File: src/rtl/slew_fit_pkg.sv
package slew_fit_pkg;

  localparam int SLEW_W  = 32;
  localparam int ACC_W   = 64;
  localparam int CLK_N   = 16;
  localparam int STEP_N  = 8;
  localparam int CLK_IW  = $clog2(CLK_N);
  localparam int STEP_IW = $clog2(STEP_N);
  localparam int CFG_W   = 16;
  localparam logic [ACC_W-1:0] NUMER = 64'd65535000000;

  typedef enum logic [1:0] {
    ST_IDLE,
    ST_LAUNCH,
    ST_WAIT,
    ST_DONE
  } fit_state_t;

  typedef struct packed {
    logic [STEP_IW-1:0] step;
    logic [CLK_IW-1:0]  rate;
    logic               en;
    logic [7:0]         pad;
  } slew_cfg_t;

  function automatic logic [SLEW_W-1:0] clk_rate(input logic [CLK_IW-1:0] i);
    logic [SLEW_W-1:0] r;
    case (i)
      4'd0:    r = 32'd240000;
      4'd1:    r = 32'd200000;
      4'd2:    r = 32'd150000;
      4'd3:    r = 32'd128000;
      4'd4:    r = 32'd64000;
      4'd5:    r = 32'd32000;
      4'd6:    r = 32'd16000;
      4'd7:    r = 32'd8000;
      4'd8:    r = 32'd4000;
      4'd9:    r = 32'd2000;
      4'd10:   r = 32'd1000;
      4'd11:   r = 32'd512;
      4'd12:   r = 32'd256;
      4'd13:   r = 32'd128;
      4'd14:   r = 32'd64;
      default: r = 32'd16;
    endcase
    return r;
  endfunction

  function automatic logic [SLEW_W-1:0] step_size(input logic [STEP_IW-1:0] j);
    logic [SLEW_W-1:0] s;
    case (j)
      3'd0:    s = 32'd4;
      3'd1:    s = 32'd12;
      3'd2:    s = 32'd64;
      3'd3:    s = 32'd120;
      3'd4:    s = 32'd256;
      3'd5:    s = 32'd500;
      3'd6:    s = 32'd1820;
      default: s = 32'd2048;
    endcase
    return s;
  endfunction

  // Round an ideal step up to the lowest table entry that covers it.
  function automatic logic [STEP_IW-1:0] snap_step(input logic [ACC_W-1:0] ideal);
    logic [STEP_IW-1:0] sel;
    sel = STEP_IW'(STEP_N - 1);
    for (int j = STEP_N - 1; j >= 0; j--) begin
      if (ideal <= ACC_W'(step_size(STEP_IW'(j)))) sel = STEP_IW'(j);
    end
    return sel;
  endfunction

  function automatic logic [ACC_W-1:0] abs_diff(input logic [ACC_W-1:0] a,
                                                input logic [ACC_W-1:0] b);
    return (a > b) ? (a - b) : (b - a);
  endfunction

  function automatic logic [CFG_W-1:0] pack_cfg(input logic [CLK_IW-1:0] rate,
                                                input logic [STEP_IW-1:0] step);
    slew_cfg_t c;
    c.step = step;
    c.rate = rate;
    c.en   = 1'b1;
    c.pad  = 8'h00;
    return c;
  endfunction

endpackage

File: src/rtl/slew_fit_div.sv
module slew_fit_div #(
  parameter int NUM_W = 64,
  parameter int DEN_W = 32
) (
  input  logic             clk,
  input  logic             rst_n,
  input  logic             go,
  input  logic [NUM_W-1:0] num,
  input  logic [DEN_W-1:0] den,
  output logic             fin,
  output logic [NUM_W-1:0] quo
);

  localparam int CNT_W = $clog2(NUM_W + 1);
  localparam int PW    = NUM_W + DEN_W;

  logic [DEN_W:0]   rem;
  logic [DEN_W:0]   rem_sh;
  logic [DEN_W:0]   rem_nx;
  logic             take_bit;
  logic [DEN_W-1:0] den_q;
  logic [NUM_W-1:0] num_q;
  logic [CNT_W-1:0] cnt;
  logic             run;

  always_comb begin
    rem_sh   = {rem[DEN_W-1:0], quo[NUM_W-1]};
    take_bit = (rem_sh >= {1'b0, den_q});
    rem_nx   = take_bit ? (rem_sh - {1'b0, den_q}) : rem_sh;
  end

  always_ff @(posedge clk or negedge rst_n) begin
    if (!rst_n) begin
      rem   <= '0;
      quo   <= '0;
      den_q <= '0;
      num_q <= '0;
      cnt   <= '0;
      run   <= 1'b0;
      fin   <= 1'b0;
    end else if (go && !run) begin
      rem   <= '0;
      quo   <= num;
      num_q <= num;
      den_q <= den;
      cnt   <= CNT_W'(NUM_W);
      run   <= 1'b1;
      fin   <= 1'b0;
    end else if (run) begin
      rem <= rem_nx;
      quo <= {quo[NUM_W-2:0], take_bit};
      cnt <= cnt - 1'b1;
      if (cnt == CNT_W'(1)) begin
        run <= 1'b0;
        fin <= 1'b1;
      end
    end else begin
      fin <= 1'b0;
    end
  end

  // A finished quotient is the truncated ratio of the latched operands.
  logic [PW-1:0] prod_lo;
  logic [PW-1:0] prod_hi;
  assign prod_lo = PW'(quo) * PW'(den_q);
  assign prod_hi = prod_lo + PW'(den_q);

  assert_div_exact_R2: assert property (@(posedge clk) disable iff (!rst_n)
    fin |-> (prod_lo <= PW'(num_q)) && (prod_hi > PW'(num_q)));

  assert_div_fin_pulse_R2: assert property (@(posedge clk) disable iff (!rst_n)
    fin |=> !fin);

endmodule

File: src/rtl/slew_fit_keep.sv
module slew_fit_keep #(
  parameter int ERR_W = 64,
  parameter int CI_W  = 4,
  parameter int SI_W  = 3
) (
  input  logic             clk,
  input  logic             rst_n,
  input  logic             clear,
  input  logic             offer,
  input  logic [ERR_W-1:0] cand_err,
  input  logic [CI_W-1:0]  cand_clk,
  input  logic [SI_W-1:0]  cand_step,
  output logic [ERR_W-1:0] best_err,
  output logic [CI_W-1:0]  best_clk,
  output logic [SI_W-1:0]  best_step
);

  localparam logic [ERR_W-1:0] ERR_INIT = {1'b0, {(ERR_W-1){1'b1}}};

  logic took;
  assign took = offer && (cand_err < best_err);

  always_ff @(posedge clk or negedge rst_n) begin
    if (!rst_n) begin
      best_err  <= ERR_INIT;
      best_clk  <= '0;
      best_step <= '0;
    end else if (clear) begin
      best_err  <= ERR_INIT;
      best_clk  <= '0;
      best_step <= '0;
    end else if (took) begin
      best_err  <= cand_err;
      best_clk  <= cand_clk;
      best_step <= cand_step;
    end
  end

  // The retained error never grows during a search.
  assert_keep_monotone_R3: assert property (@(posedge clk) disable iff (!rst_n)
    !clear |=> best_err <= $past(best_err));

  // An equal error must not displace the earlier candidate.
  assert_keep_tie_R3: assert property (@(posedge clk) disable iff (!rst_n)
    (!clear && offer && (cand_err == best_err)) |=> $stable(best_clk));

endmodule

File: src/rtl/slew_fit_engine.sv
module slew_fit_engine
  import slew_fit_pkg::*;
(
  input  logic              clk,
  input  logic              rst_n,
  input  logic              start,
  input  logic [SLEW_W-1:0] slew_us,
  output logic              done,
  output logic              req_err,
  output logic [CLK_IW-1:0] clk_sel,
  output logic [STEP_IW-1:0] step_sel,
  output logic [CFG_W-1:0]  cfg_word
);

  fit_state_t         state;
  logic [SLEW_W-1:0]  slew_q;
  logic [CLK_IW-1:0]  ci;
  logic [1:0]         phase;
  logic [ACC_W-1:0]   q_hold;
  logic [ACC_W-1:0]   ideal_q;
  logic [STEP_IW-1:0] step_q;

  logic               div_go;
  logic [ACC_W-1:0]   div_num;
  logic [SLEW_W-1:0]  div_den;
  logic               div_fin;
  logic [ACC_W-1:0]   div_quo;

  logic               keep_clear;
  logic               keep_offer;
  logic [ACC_W-1:0]   cand_err;
  logic [ACC_W-1:0]   best_err;
  logic [CLK_IW-1:0]  best_clk;
  logic [STEP_IW-1:0] best_step;

  // Named events for the assertions.
  logic accept_start;
  logic zero_req;
  logic drop_start;
  logic last_clk;

  assign accept_start = start && (state == ST_IDLE);
  assign zero_req     = accept_start && (slew_us == '0);
  assign drop_start   = start && (state != ST_IDLE);
  assign last_clk     = (ci == CLK_IW'(CLK_N - 1));

  // Operand selection per division phase.
  always_comb begin
    unique case (phase)
      2'd0: begin
        div_num = NUMER;
        div_den = clk_rate(ci);
      end
      2'd1: begin
        div_num = q_hold;
        div_den = slew_q;
      end
      2'd2: begin
        div_num = NUMER;
        div_den = step_size(step_q);
      end
      default: begin
        div_num = q_hold;
        div_den = clk_rate(ci);
      end
    endcase
  end

  assign div_go     = (state == ST_LAUNCH);
  assign keep_clear = accept_start;
  assign keep_offer = (state == ST_WAIT) && div_fin && (phase == 2'd3);
  assign cand_err   = abs_diff(ACC_W'(slew_q), div_quo);

  slew_fit_div #(
    .NUM_W(ACC_W),
    .DEN_W(SLEW_W)
  ) div_u (
    .clk  (clk),
    .rst_n(rst_n),
    .go   (div_go),
    .num  (div_num),
    .den  (div_den),
    .fin  (div_fin),
    .quo  (div_quo)
  );

  slew_fit_keep #(
    .ERR_W(ACC_W),
    .CI_W (CLK_IW),
    .SI_W (STEP_IW)
  ) keep_u (
    .clk      (clk),
    .rst_n    (rst_n),
    .clear    (keep_clear),
    .offer    (keep_offer),
    .cand_err (cand_err),
    .cand_clk (ci),
    .cand_step(step_q),
    .best_err (best_err),
    .best_clk (best_clk),
    .best_step(best_step)
  );

  always_ff @(posedge clk or negedge rst_n) begin
    if (!rst_n) begin
      state    <= ST_IDLE;
      slew_q   <= '0;
      ci       <= '0;
      phase    <= '0;
      q_hold   <= '0;
      ideal_q  <= '0;
      step_q   <= '0;
      done     <= 1'b0;
      req_err  <= 1'b0;
      clk_sel  <= '0;
      step_sel <= '0;
      cfg_word <= '0;
    end else begin
      done <= 1'b0;
      unique case (state)
        ST_IDLE: begin
          if (zero_req) begin
            done     <= 1'b1;
            req_err  <= 1'b1;
            clk_sel  <= '0;
            step_sel <= '0;
            cfg_word <= '0;
          end else if (accept_start) begin
            slew_q <= slew_us;
            ci     <= '0;
            phase  <= 2'd0;
            state  <= ST_LAUNCH;
          end
        end
        ST_LAUNCH: state <= ST_WAIT;
        ST_WAIT: begin
          if (div_fin) begin
            unique case (phase)
              2'd0: begin
                q_hold <= div_quo;
                phase  <= 2'd1;
                state  <= ST_LAUNCH;
              end
              2'd1: begin
                ideal_q <= div_quo;
                step_q  <= snap_step(div_quo);
                phase   <= 2'd2;
                state   <= ST_LAUNCH;
              end
              2'd2: begin
                q_hold <= div_quo;
                phase  <= 2'd3;
                state  <= ST_LAUNCH;
              end
              default: begin
                phase <= 2'd0;
                if (last_clk) begin
                  state <= ST_DONE;
                end else begin
                  ci    <= ci + 1'b1;
                  state <= ST_LAUNCH;
                end
              end
            endcase
          end
        end
        default: begin
          done     <= 1'b1;
          req_err  <= 1'b0;
          clk_sel  <= best_clk;
          step_sel <= best_step;
          cfg_word <= pack_cfg(best_clk, best_step);
          state    <= ST_IDLE;
        end
      endcase
    end
  end

  // The snapped step covers the ideal one and its lower neighbour does not.
  assert_snap_cover_R2: assert property (@(posedge clk) disable iff (!rst_n)
    (state == ST_LAUNCH && phase == 2'd2) |->
      ((ACC_W'(step_size(step_q)) >= ideal_q) || (step_q == STEP_IW'(STEP_N - 1))));

  assert_snap_lowest_R2: assert property (@(posedge clk) disable iff (!rst_n)
    (state == ST_LAUNCH && phase == 2'd2 && step_q != '0) |->
      (ACC_W'(step_size(step_q - 1'b1)) < ideal_q));

  assert_cfg_layout_R4: assert property (@(posedge clk) disable iff (!rst_n)
    (done && !req_err) |->
      (cfg_word[8] && cfg_word[7:0] == 8'h00 &&
       cfg_word[12:9] == clk_sel && cfg_word[15:13] == step_sel));

  assert_zero_reject_R5: assert property (@(posedge clk) disable iff (!rst_n)
    zero_req |=> (done && req_err && cfg_word == '0 && state == ST_IDLE));

  assert_done_pulse_R6: assert property (@(posedge clk) disable iff (!rst_n)
    done |=> !done);

  assert_hold_R6: assert property (@(posedge clk) disable iff (!rst_n)
    !done |-> ($stable(cfg_word) && $stable(req_err) && $stable(clk_sel)));

  assert_busy_ignore_R7: assert property (@(posedge clk) disable iff (!rst_n)
    drop_start |=> $stable(slew_q));

endmodule

File: config.mk
export PLATFORM = sky130hd
export DESIGN_NAME = slew_fit_engine
export DESIGN_NICKNAME = d
export VERILOG_FILES = /design/src/rtl/slew_fit_pkg.sv /design/src/rtl/slew_fit_div.sv /design/src/rtl/slew_fit_keep.sv /design/src/rtl/slew_fit_engine.sv
export SDC_FILE = /design/constraint.sdc
export NUM_CORES = 1
export LEC_CHECK = 0
export BUFFER_PORTS_ARGS = -buffer_cell sky130_fd_sc_hd__buf_2
export CORE_MARGIN = 1.5
export CORE_UTILIZATION = 63
export CTS_CLUSTER_DIAMETER = 30
export DETAILED_ROUTE_END_ITERATION = 6
export GPL_TIMING_DRIVEN = 0
export PLACE_DENSITY_LB_ADDON = 0.1
export REMOVE_ABC_BUFFERS = 1
export SYNTH_ARGS = -nofsm -noshare
export SYNTH_HDL_FRONTEND = slang
export SYNTH_HIERARCHICAL = 1
export SYNTH_SLANG_ARGS = --single-unit
File: constraint.sdc
create_clock -name clk -period 5.3 [get_ports clk]
set_clock_uncertainty 0.1 [all_clocks]
set_input_delay 1.06 -clock clk [delete_from_list [all_inputs] [get_ports clk]]
set_output_delay 1.06 -clock clk [all_outputs]
set_load 0.01 [all_outputs]
==> results by stage <==
Status:
- The flow ran to the end, but the final reports show violations.
- The final reports fail on negative setup slack.

STA:
- The achievable clock frequency is 181 MHz.
- Dividing the final minimum period by the clock period gives 104%.
- At the pin with the least slew margin, the transition time is 1310 ps.
- Setup violations remaining at the end of the flow were counted as between 70 and 80.
- The number of pins exceeding their max-slew limit in the final report is 0.
- Setup repair after global routing could not meet its margin everywhere.
- The final count of hold timing violations is 0.
- The relative slew slack is 12.5%.
- Once routing completed, OpenROAD measured the worst setup slack at -227 ps.
- The minimum period implied by the final worst setup slack is 5530 ps.

Global routing:
- The via count of the first global-routing pass is ~22000.
- The overflow left after global routing is 0.
- The first global-routing pass estimated approximately 120 mm of wire.
- Entering global routing, the biggest net connects 124 pins.
- The initial antenna violation count is 0.
- Global routing consumed, over all layers together, between 30% and 40% of the routing resources.

Placed design:
- The congestion estimate from routability-driven global placement came to between 0.9 and 1.
- Before CTS, the worst setup slack after placement is -2530 ps.
- The HPWL after detailed placement is between 40 and 50 mm.
- After detailed placement, the design holds a cell count of approximately 3200.
- Input and output buffers added on the ports amount to a little over 50.

Route:
- The number of DRC markers in iteration 0 is about 1800.
- The number of nets still failing antenna checks after routing is 0.
- The first detailed-routing pass ran for 7 iterations.
- The total routed wirelength is ~80 mm.
- Summing over every cut layer, the via total after detailed routing is between 20000 and 25000.
- The routed via count divided by cell count is around 6.5.
- The post-detailed-route DRC marker count is 0.
- The average wire length per cell after detail routing is between 20 and 25 um.

Worst setup path:
- The critical path starts at slew_q[28].
- STA classifies the critical path endpoint as a flip-flop.
- The depth of the worst register-to-register path is 24.
- The last element of the critical path is keep_u/best_err[27].
- The capture instance of the worst register-to-register path is keep_u/best_err[27].
- STA puts the critical path data arrival time at slightly below 6000 ps.
- Of all nets on the critical path, the largest fanout is 7.
- The data required time at the worst endpoint is 5720 ps.
- The critical path launch point type is a flip-flop.
- The worst register-to-register path begins at slew_q[28].
- The setup slack of the worst register-to-register path is -230 ps.
- The critical path in this run is classified as reg2reg.

Floorplan:
- In this run the standard cell core region covers slightly below 40000 um^2.
- The die covers 40000 um^2.
- In this run the count of I/O pins placed on the die edge is 60.
- For this configuration, the core starts out at a cell density of 63.6%.
- The height of the chip is about 200 um.
- The initialized floorplan defines 72 standard-cell rows.
- The die is about 200 um wide.

Clocking:
- The tree built by TritonCTS fans out to about 330 sinks.
- The clock passes through at most 3 buffers.
- The total number of H-tree levels is 3.
- The number of buffers created by CTS is 76.
- The clock tree from TritonCTS is built.
- For the worst-skew pair, the clock arrives at the later sink with an insertion delay of roughly 630 ps.
- The number of buffers inserted by hold repair at cts is 0.
- The clock root buffer master is clkbuf_16.
- After clock tree synthesis, the clock-pin slew on the worst setup and hold paths is roughly 50 ps.

Layout:
- The filler cells instantiated in the layout total between 2000 and 3000.
- At the end of the flow the core is filled with cells to 78.7%.
- Excluding fillers, the count of instances in the completed layout stands at around 3500.
- The layout overhead on the synthesized area is 23.8%.
- Of the cells placed in the final design, the portion with a size suffix greater than 1 is between 20% and 30%.
- The final layout net count is ~3200.
- Summing all multi-input logic gate instances after layout gives around 16000 um^2.
- Across the whole layout, storage elements account for 8270 um^2.

Yosys:
- The cell count after synthesis is 2835.
- Yosys printed 6 warnings.
- The most frequently used flop master after synthesis is dfrtp_1.
- The biggest area contributor in the post-synthesis netlist is dfrtp_1.
- The proportion of register bits with asynchronous set or reset after synthesis is 100%.
- The area share of the leading cell type in the synthesized netlist is 26.8%.
- The post-synthesis sequential area ratio is ~34%.
- The post-synthesis cell area is ~24000 um^2.
- Yosys mapped a number of flops with a built-in enable equal to 0.
- The number of synthesized register bits is approximately 330.
- Each instance of the synthesized netlist takes up on average around 8.6 um^2.
- By area the synthesized netlist is led by dfrtp_1 27%, ha_1 9.2%, dfstp_2 6.8%, mux2i_1 5.8%, o21ai_0 4.6%.
- The number of unique standard cell types used by synthesis is 100.

Flow run:
- Across the run, the number of max-cap violations was 0.

Power:
- IR analysis of the VDD net gives a maximum drop of 0.260 mV.
- In this run the static leakage power is between 10 and 15 nW.
- For this design the ratio of total power to cell area is between 200 and 300 nW/um^2.

Hold path:
- The class of the tightest hold or removal check is reg2reg.
## cell type report
type / count / area share, %
Antenna cell: 1 / 0.00826
Clock buffer: 94 / 6.77
Clock inverter: 46 / 2.57
Inverter: 200 / 2.48
Multi-Input combinational cell: 2137 / 52.1
Sequential cell: 325 / 27.3
Tap cell: 518 / 2.14
Timing Repair Buffer: 227 / 6.67
## repair_timing
action / CTS / global route
buffers inserted: 107 / 49
gates cloned: 6 / 4
gates resized for setup: 212 / 78
pin swaps: 57 / 49
setup endpoints to repair: 71 / 71
## worst max-delay path, cell delays in order, from the launching register on
cell and delay, ps:
dfrtp_2 410, inv_2 70, ha_4 330, nand2_4 70, nor4_4 360, buf_4 170
and3_4 210, a211oi_4 50, buf_4 160, a41o_4 290, or3_4 380, o21ai_0 80
o21ai_1 150, xnor2_2 190, ha_1 350, nand4_1 200, nor4_2 370, nand3_1 190
a31oi_4 260, nor3_4 90, o21ai_4 210, buf_12 150, buf_16 140, clkbuf_16 170
mux2i_1 230
## synthesized netlist by cell type (all sizes together), types with 31 or more instances
| library cell | count |
|---|---|
| dfrtp | 262 |
| nand2 | 256 |
| nor2 | 252 |
| o21ai | 247 |
| inv | 200 |
| ha | 179 |
| a21oi | 175 |
| mux2i | 142 |
| clkbuf | 110 |
| and2 | 82 |
| buf | 69 |
| mux2 | 65 |
| dfstp | 63 |
| nand4 | 61 |
| xnor2 | 53 |
| nor3 | 47 |
| nand3 | 45 |
| nor4 | 42 |
| xor2 | 41 |
| a21o | 40 |
| or3 | 31 |
## logic make-up (layout without fill, tap and decap cells)
kind of cell	Yosys count	count (layout)	synth area share [%]
other cells	1	9	0.0153
flops	325	325	33.6
buf+inv	381	567	7.38
xor+xnor	94	94	3.36
mux	207	207	8.80
simple gates	946	946	19.3
compound gates	699	700	18.1
fa+ha+maj	182	182	9.40
## worst min-delay path by stage
stage | from | to | slack, ps | cells after the start
after floorplan | q_hold[0] | q_hold[0] | 340 | 2
after global placement | q_hold[10] | q_hold[10] | 360 | 2
after detailed placement | q_hold[31] | q_hold[31] | 360 | 2
after CTS | q_hold[25] | q_hold[25] | 370 | 2
after global routing | q_hold[11] | q_hold[11] | 390 | 2
final | q_hold[25] | q_hold[25] | 370 | 2
## layer usage
metal | GRT usage (%) | vias up | part of all wire, %
met2 | 61.8 | 1063 | 47
li1 | - | 10300 | -
met4 | 17.7 | 0 | 4.9
met3 | 7.02 | 268 | 7.5
met1 | 50.2 | 11300 | 41
met5 | 0 | - | 0
## layout by cell type (no fill, tap or decap), drive strengths merged, types with 11 or more instances in the layout
cell / n
a211oi: 29
a21boi: 13
a21o: 40
a21oi: 175
a22o: 13
a31oi: 19
and2: 82
and3: 13
buf: 222
bufinv: 14
clkbuf: 98
clkinv: 18
dfrtp: 262
dfstp: 63
ha: 179
inv: 209
mux2: 65
mux2i: 142
nand2: 256
nand2b: 18
nand3: 45
nand3b: 22
nand4: 61
nor2: 252
nor2b: 16
nor3: 47
nor3b: 12
nor4: 42
o211ai: 11
o21ai: 247
o21bai: 26
o311ai: 15
o31ai: 19
or2b: 14
or3: 31
or4: 12
xnor2: 53
xor2: 41
## flip-flops by register name (all words and copies together) (netlist names), 3 cells and up
register / count
clk_sel: 3
slew_q: 32
div_u/quo: 64
ci: 4
keep_u/best_step: 3
step_q: 3
q_hold: 64
div_u/cnt: 7
div_u/den_q: 32
cfg_word: 3
div_u/rem: 32
keep_u/best_err: 64
keep_u/best_clk: 4
## where the power goes
group	total, mW	switching [mW]	internal (mW)
registers	2.49	0	2.49
logic	0.0802	0.0652	0.0150
clock network	5.11	1.63	3.48
## through the flow
step | instance area, um^2 | TNS [ps] | total power [mW] | hold WS [ps]
finish | 30300 | -9460 | 7.68 | 370
global route | 30300 | -15480 | 7.88 | 392
CTS | 29500 | -20.5 | 7.72 | 375
detailed placement | 24700 | -159610 | 2.61 | 364
global placement | 24300 | -1744790 | 2.60 | 355
floorplan | 23400 | -348190 | 2.53 | 342
Power figures use the tool's default switching activity.
